==> src/rtl/dtm_pkg.sv <==
package dtm_pkg;
  localparam int NTMR    = 2;
  localparam int CTL_W   = 2 * NTMR;
  localparam int EVT_LSB = 1;
  localparam int DATA_W  = 32;

  localparam logic [7:0] WA_CTRL  = 8'h00;
  localparam logic [7:0] WA_CAUSE = 8'h44;
  localparam logic [7:0] WA_MASK  = 8'h45;

  function automatic logic [7:0] rld_word(int idx);
    return 8'(8'h04 + 2 * idx);
  endfunction

  function automatic logic [7:0] val_word(int idx);
    return 8'(8'h05 + 2 * idx);
  endfunction
endpackage

==> src/rtl/dtm_counter.sv <==
module dtm_counter #(
  parameter int CNT_W = 32
) (
  input  logic             clk,
  input  logic             rst_n,
  input  logic             en,
  input  logic             rld_en,
  input  logic             wr_rld,
  input  logic             wr_val,
  input  logic [CNT_W-1:0] wdata,
  output logic [CNT_W-1:0] count,
  output logic [CNT_W-1:0] reload,
  output logic             expire
);
  logic at_zero;
  assign at_zero = (count == '0);
  assign expire  = en && at_zero;

  always_ff @(posedge clk or negedge rst_n) begin
    if (!rst_n) reload <= '0;
    else if (wr_rld) reload <= wdata;
  end

  always_ff @(posedge clk or negedge rst_n) begin
    if (!rst_n) begin
      count <= '0;
    end else if (wr_val) begin
      count <= wdata;
    end else if (en) begin
      if (!at_zero) count <= count - 1'b1;
      else if (rld_en) count <= reload;
    end
  end
endmodule

==> src/rtl/dtm_irq_bank.sv <==
module dtm_irq_bank #(
  parameter int N = 2
) (
  input  logic         clk,
  input  logic         rst_n,
  input  logic [N-1:0] evt,
  input  logic         cause_wr,
  input  logic         mask_wr,
  input  logic [N-1:0] wbits,
  output logic [N-1:0] cause,
  output logic [N-1:0] mask,
  output logic [N-1:0] irq
);
  logic [N-1:0] kept;
  assign kept = cause_wr ? (cause & wbits) : cause;

  always_ff @(posedge clk or negedge rst_n) begin
    if (!rst_n) cause <= '0;
    else cause <= kept | evt;
  end

  always_ff @(posedge clk or negedge rst_n) begin
    if (!rst_n) mask <= '0;
    else if (mask_wr) mask <= wbits;
  end

  assign irq = cause & mask;
endmodule

==> src/rtl/dual_down_timer.sv <==
module dual_down_timer
  import dtm_pkg::*;
#(
  parameter int CNT_W  = 32,
  parameter int ADDR_W = 8
) (
  input  logic                 clk,
  input  logic                 rst_n,
  input  logic                 bus_wr,
  input  logic                 bus_rd,
  input  logic [ADDR_W-1:0]    bus_addr,
  input  logic [DATA_W-1:0]    bus_wdata,
  output logic [DATA_W-1:0]    bus_rdata,
  output logic [NTMR-1:0]      irq_o
);
  logic [CTL_W-1:0]            ctl_q;
  logic [NTMR-1:0][CNT_W-1:0]  cnt_q;
  logic [NTMR-1:0][CNT_W-1:0]  rld_q;
  logic [NTMR-1:0]             expire;
  logic [NTMR-1:0]             halt;
  logic [NTMR-1:0]             hit_rld;
  logic [NTMR-1:0]             hit_val;
  logic [NTMR-1:0]             cause_q;
  logic [NTMR-1:0]             mask_q;
  logic                        hit_ctrl;
  logic                        hit_cause;
  logic                        hit_mask;
  logic                        hit_any;

  assign hit_ctrl  = (bus_addr == ADDR_W'(WA_CTRL));
  assign hit_cause = (bus_addr == ADDR_W'(WA_CAUSE));
  assign hit_mask  = (bus_addr == ADDR_W'(WA_MASK));
  assign hit_any   = hit_ctrl | hit_cause | hit_mask | (|hit_rld) | (|hit_val);

  for (genvar i = 0; i < NTMR; i++) begin : g_tmr
    assign hit_rld[i] = (bus_addr == ADDR_W'(rld_word(i)));
    assign hit_val[i] = (bus_addr == ADDR_W'(val_word(i)));
    assign halt[i]    = expire[i] & ~ctl_q[2*i+1];

    dtm_counter #(.CNT_W(CNT_W)) u_cnt (
      .clk    (clk),
      .rst_n  (rst_n),
      .en     (ctl_q[2*i]),
      .rld_en (ctl_q[2*i+1]),
      .wr_rld (bus_wr && hit_rld[i]),
      .wr_val (bus_wr && hit_val[i]),
      .wdata  (bus_wdata[CNT_W-1:0]),
      .count  (cnt_q[i]),
      .reload (rld_q[i]),
      .expire (expire[i])
    );
  end

  // Software write to the control word wins over the one-shot halt.
  always_ff @(posedge clk or negedge rst_n) begin
    if (!rst_n) begin
      ctl_q <= '0;
    end else if (bus_wr && hit_ctrl) begin
      ctl_q <= bus_wdata[CTL_W-1:0];
    end else begin
      for (int i = 0; i < NTMR; i++) begin
        if (halt[i]) ctl_q[2*i] <= 1'b0;
      end
    end
  end

  dtm_irq_bank #(.N(NTMR)) u_irq (
    .clk      (clk),
    .rst_n    (rst_n),
    .evt      (expire),
    .cause_wr (bus_wr && hit_cause),
    .mask_wr  (bus_wr && hit_mask),
    .wbits    (bus_wdata[EVT_LSB +: NTMR]),
    .cause    (cause_q),
    .mask     (mask_q),
    .irq      (irq_o)
  );

  always_comb begin
    bus_rdata = '0;
    if (bus_rd) begin
      if (hit_ctrl)  bus_rdata[CTL_W-1:0]       = ctl_q;
      if (hit_cause) bus_rdata[EVT_LSB +: NTMR] = cause_q;
      if (hit_mask)  bus_rdata[EVT_LSB +: NTMR] = mask_q;
      for (int i = 0; i < NTMR; i++) begin
        if (hit_rld[i]) bus_rdata[CNT_W-1:0] = rld_q[i];
        if (hit_val[i]) bus_rdata[CNT_W-1:0] = cnt_q[i];
      end
    end
  end
endmodule

==> config.mk <==
export PLATFORM = sky130hd
export DESIGN_NAME = dual_down_timer
export DESIGN_NICKNAME = d
export VERILOG_FILES = /design/src/rtl/dtm_pkg.sv /design/src/rtl/dtm_counter.sv /design/src/rtl/dtm_irq_bank.sv /design/src/rtl/dual_down_timer.sv
export SDC_FILE = /design/constraint.sdc
export NUM_CORES = 1
export LEC_CHECK = 0
export BUFFER_PORTS_ARGS = -buffer_cell sky130_fd_sc_hd__buf_4
export CORE_MARGIN = 10
export CORE_UTILIZATION = 55
export CTS_CLUSTER_SIZE = 25
export DETAILED_ROUTE_END_ITERATION = 8
export PLACE_DENSITY = 0.85
export SETUP_SLACK_MARGIN = 0.05
export SLEW_MARGIN = 20
export SYNTH_ARGS = -nofsm -noshare
export SYNTH_HDL_FRONTEND = slang
export SYNTH_HIERARCHICAL = 1
export SYNTH_SLANG_ARGS = --single-unit
==> constraint.sdc <==
create_clock -name clk -period 4.2 [get_ports clk]
set_clock_uncertainty 0.2 [all_clocks]
set_input_delay 0.42 -clock clk [delete_from_list [all_inputs] [get_ports clk]]
set_output_delay 0.42 -clock clk [all_outputs]
set_load 0.05 [all_outputs]
After elaboration in Yosys (flattened, before gate mapping)
Index checks and enable logic that the tools add are counted.

word-level totals
  register bits = 136
  latch bits = 0
  memory bits (writable) = 0
  bits in read-only memories = 0
  output and inout bits = 34
  memories kept = 0

operators by class
  $add $sub $neg = 2
  multipliers = 0
  divide/modulo/power cells = 0
  order comparisons = 0
  equality and inequality tests = 8
  shift-type cells = 0
  muxes and demuxes = 21
  bitwise operators = 7
  reduce and logical (&&, ||, !) cells = 18

operators with widths
  kind                   number
  $mux 32                13
  $logic_not 32->1       2
  $sub 32x1->32 const B  2
  $eq 8x3->1 const B     4
  $eq 8x7->1 const B     2
  $logic_and 1x1->1      9
  $logic_not 8->1        1
  $reduce_bool 2->1      4
  $mux 2                 3
  $ne 3x2->1 const B     2
  $and 2x2->2            2
  $mux 1                 4
  $mux 4                 1
  $reduce_and 2->1       2
  $and 1x1->1            2
  $not 1->1              2
  $or 2x2->2             1

Logic depth before layout (Yosys ltp)
  depth in word-level cells = 9
  mapped depth = 13
  gate-level depth less buffers = 10

Modules after synthesis
Netlist, hierarchy kept.

modules (own cells, without submodules)
  module                        instances  cells an instance  area each (um2)  sequential area each (um2)
  dtm_counter (g_tmr[0].u_cnt)  1          388                3,747.3          1,601.5
  dtm_counter (g_tmr[1].u_cnt)  1          366                3,662.3          1,601.5
  dual_down_timer               1          141                1,468.9          100.1
  dtm_irq_bank                  1          12                 170.2            100.1

Least setup slack after synthesis
No wires, ideal clock.

  kind = input to output
  from = input port bus_addr[7]
  to = output port bus_rdata[2]
  data arrival time = 2,318 ps
  data required time = 3,580 ps
  setup slack = 1,262 ps
  stages on the path = 6
  buffers on the path = 1
  path through = nor4_4 nand2_2 nor2_4 buf_6 nand2_1 a21boi_0

on the way
  cells in the longest elaborated chain, start to end = 9
  elaborated cells on any way between the ends = 15

RTL lines
  item             RTL line               text
  start, declared  dual_down_timer.sv:11  input logic [ADDR_W-1:0] bus_addr,
  $logic_not 8->1  dual_down_timer.sv:30  assign hit_ctrl = (bus_addr == ADDR_W'(WA_CTRL));
  $mux 4           dual_down_timer.sv:82  if (hit_ctrl) bus_rdata[CTL_W-1:0] = ctl_q;
  $mux 2           dual_down_timer.sv:83  if (hit_cause) bus_rdata[EVT_LSB +: NTMR] = cause_q;
  $mux 2           dual_down_timer.sv:84  if (hit_mask) bus_rdata[EVT_LSB +: NTMR] = mask_q;
  $mux 32          dual_down_timer.sv:86  if (hit_rld[i]) bus_rdata[CNT_W-1:0] = rld_q[i];
  $mux 32          dual_down_timer.sv:87  if (hit_val[i]) bus_rdata[CNT_W-1:0] = cnt_q[i];
  $mux 32          dual_down_timer.sv:86
  $mux 32 *        dual_down_timer.sv:87
  $mux 32 *        dual_down_timer.sv:81  if (bus_rd) begin
  end, declared    dual_down_timer.sv:13  output logic [DATA_W-1:0] bus_rdata,

Mark *: on every way between the ends. The rest lies on a longest branch, timed or not.

Worst setup path in the final report
  from = register g_tmr[0].u_cnt.count[12]
  to = register g_tmr[0].u_cnt.count[11]

on the way
  cells in the longest elaborated chain, start to end = 4
  elaborated cells on any way between the ends = 6

RTL lines
  item                    RTL line           text
  start, declared         dtm_counter.sv:11  output logic [CNT_W-1:0] count,
  start signal, assigned  dtm_counter.sv:28  count <= wdata;
  start signal, assigned  dtm_counter.sv:30  if (!at_zero) count <= count - 1'b1;
  start signal, assigned  dtm_counter.sv:31  else if (rld_en) count <= reload;
  $logic_not 32->1 *      dtm_counter.sv:16  assign at_zero = (count == '0);
  $mux 32                 dtm_counter.sv:30
  $mux 32                 dtm_counter.sv:29  end else if (en) begin
  $mux 32                 dtm_counter.sv:27  end else if (wr_val) begin

Mark *: on every way between the ends. The rest lies on a longest branch, timed or not. The select of a mux whose other input is x is not followed.
A chain may end at the register's enable or synchronous reset.

==> out/metrics.cfg <==
[global_routing]
grt.met3_usage_pct=8.68
overflow=0
antenna_found_initial=0
grt_max_degree=85
grt_pass1_wl_mm=46.5
use_met2_pct=40.0
grt_pass1_vias=8011
grt_busiest_layer=met2
met1_usage_pct=34.5
grt.total_usage_pct=26.9

[layout]
fin_area_um2=10300
final_common_cell=dfrtp_1
diodes=0
drive_above_1_share_pct=26.4
area_growth_pct=14.0
num-nets-final=1001
mostFrequentLayoutCells=136 x dfrtp_1, 96 x buf_4, 79 x nand2_1, 62 x mux2_2, 48 x nor2_1

[yosys]
yosys.cell_types.count=84
synth_ff_type=dfrtp_1
yosys_warnings=6
synthTopCellsByArea=dfrtp_1 38%, mux2_2 7.7%, mux4_2 7.2%
ys_async_sr_fraction_pct=100
synthesis.area_um2=9050
syn_inst=907
synth_top_area_share_pct=37.6
synth_fp_nets=955
synth_top_cell_by_area=dfrtp_1
ys_seq_elements=136
synth_edf_count=0
avgSynthCellArea_um2=9.98
yosysSeqAreaShare_pct=37.6

[route]
wl_mm=30.3
drtIter0Drc=1664
drc=0
ant_nets=0
first_pass_iters=9
wl_per_cell_um=25.7
viasPerCell=7.29
dr_total_vias=8618

[sta]
finalHoldViolations=0
min_period_ns=3.52
fin_ws_ns=0.680
setup_viol_count_final=0
fin_crit_sh_pct=83.8
tightest_slew_ns=1.17
finalMaxSlewViolations=0
tns_ns=0
max_freq_ghz=0.284
rsz0062_at_grt=no
slew_headroom_pct=22.3

[floorplan]
dieHeight_um=148
io_pins=78
core_area_um2=16000
initial_core_util_pct=56.6
die_area_um2=22000
fp.dieW_um=148
fp-row-count=46

[setup_path]
crit_path_start_kind=flop
worst_ep_required_time_ns=4.31
worstPathArrival_ns=3.63
critPathMaxFanout=15
end_kind=flop
crit_type=flop to flop

[outcome]
status=finished, final reports clean

[clocking]
insertion_delay_ns=0.43
path_clk_slew_ns=0.06
cts_buffers=17
cts_resized=0
clockBufferDepth=2
htreeDepth=4
root_buffer=clkbuf_16
cts_tree=yes
cts_num_sinks=136

[pwr]
p_switching_uw=1770
power_frac_seq_pct=39.5
ir_drop_mv=0.339
clockPowerShare_pct=31.6
p_leak_uw=0.00443
p_int_uw=3060
p_sw_share_pct=36.6
powerDensity_nw_per_um2=469
power_frac_comb_pct=28.9

[worst_hold_path]
hold_path.class=primary input to flop

[job]
cap_viol_max_count=0

[place]
gp_congestion=1.01
dp_slack_ns=0.789
dpl_cell_area_um2=9700
portBuffers=77
dpl.hpwl_mm=21.2

==> cell usage after synthesis (12+ instances only) <==
library cell  number
xnor2_1           20
a21oi_1           27
a31oi_1           24
dfrtp_1          136
clkbuf_1          42
inv_1             17
a22oi_1           22
mux2_2            62
nor2_1            49
and3_1            35
mux4_2            29
nand2_1           79
nand3_1           16
nor4_1            26
xor2_1            12
a211oi_1          12
or4_1             12
o21ai_0           41
buf_2             13
nor3_1            30
==> metal layers <==
layer	part of all wire, %	wire length (µm)
met2	45	13600
met3	14	4270
met5	0	0
met1	36	11000
met4	4.8	1460
==> flip-flops by register name, summed over array words and instances, names as in the netlist <==
signal	cells
g_tmr.u_cnt/count	64
u_irq/mask	2
u_irq/cause	2
g_tmr.u_cnt/reload	64
ctl_q	4
==> path summary, 6_finish.rpt <==
check,start,to,slack [ns],cells past startpoint
setup / recovery,g_tmr[0].u_cnt/count[12],g_tmr[0].u_cnt/count[11],0.68,6
hold / removal,bus_wdata[15],g_tmr[1].u_cnt/reload[15],0.07,3
setup reg to reg,g_tmr[0].u_cnt/count[12],g_tmr[0].u_cnt/count[11],0.68,6
hold reg to reg,u_irq/cause[1],u_irq/cause[1],0.31,1
max in group asynchronous,rst_n,g_tmr[1].u_cnt/reload[9],2.47,3
min in group asynchronous,rst_n,g_tmr[0].u_cnt/reload[27],0.40,2
==> per-stage QoR <==
step                utilization (%)  instances  total power [µW]  hold WS [ns]
floorplan                         -        907              2770       -0.0756
global placement               60.6       1149              3170         0.286
detailed placement             60.6       1149              3230         0.293
CTS                            64.5       1182              4770        0.0517
global route                   64.5       1182              5030        0.0731
finish                         64.5       1182              4830        0.0663
==> logic make-up after synthesis <==
group                      synth area share (%)
AOI/OAI and AO/OA                          18.8
xor gates and xnor gates                   3.10
adders and majority gates                 0.553
buffers and inverters                      4.83
DFF                                        37.6
muxes                                      15.7
and+or+nand+nor                            19.4
==> timing repair <==
action / CTS / global route
setup buffers: 0 / 0
hold endpoints to repair: 82 / 0
hold buffers: 1 / 0
==> area by class of cell <==
type | instances | area [µm²]
clock buffers | 25 | 485
inverters | 18 | 67.6
fillers | 1245 | 5690
well taps | 216 | 270
flip-flops and latches | 136 | 3400
repair buffers | 98 | 742
clock inverters | 7 | 116
multi-input cells | 682 | 5230
==> critical path: stages, from the launching register on <==
cell and delay [ns]:
dfrtp_1 0.45, nor4_1 0.53, nand3_1 0.43, or4_1 0.81, o21ai_4 0.55, nand2_1 0.15, o221ai_1 0.27
==> power by group through the flow <==
stage          sequential, µW  combinational, µW  clock, µW
2_1_floorplan            1730               1050          0
3_3_place_gp             1880               1290          0
3_5_place_dp             1890               1340          0
4_1_cts                  1880               1360       1540
5_1_grt                  1920               1510       1590
6_report                 1910               1400       1530
(Power assumes the default switching activity.)
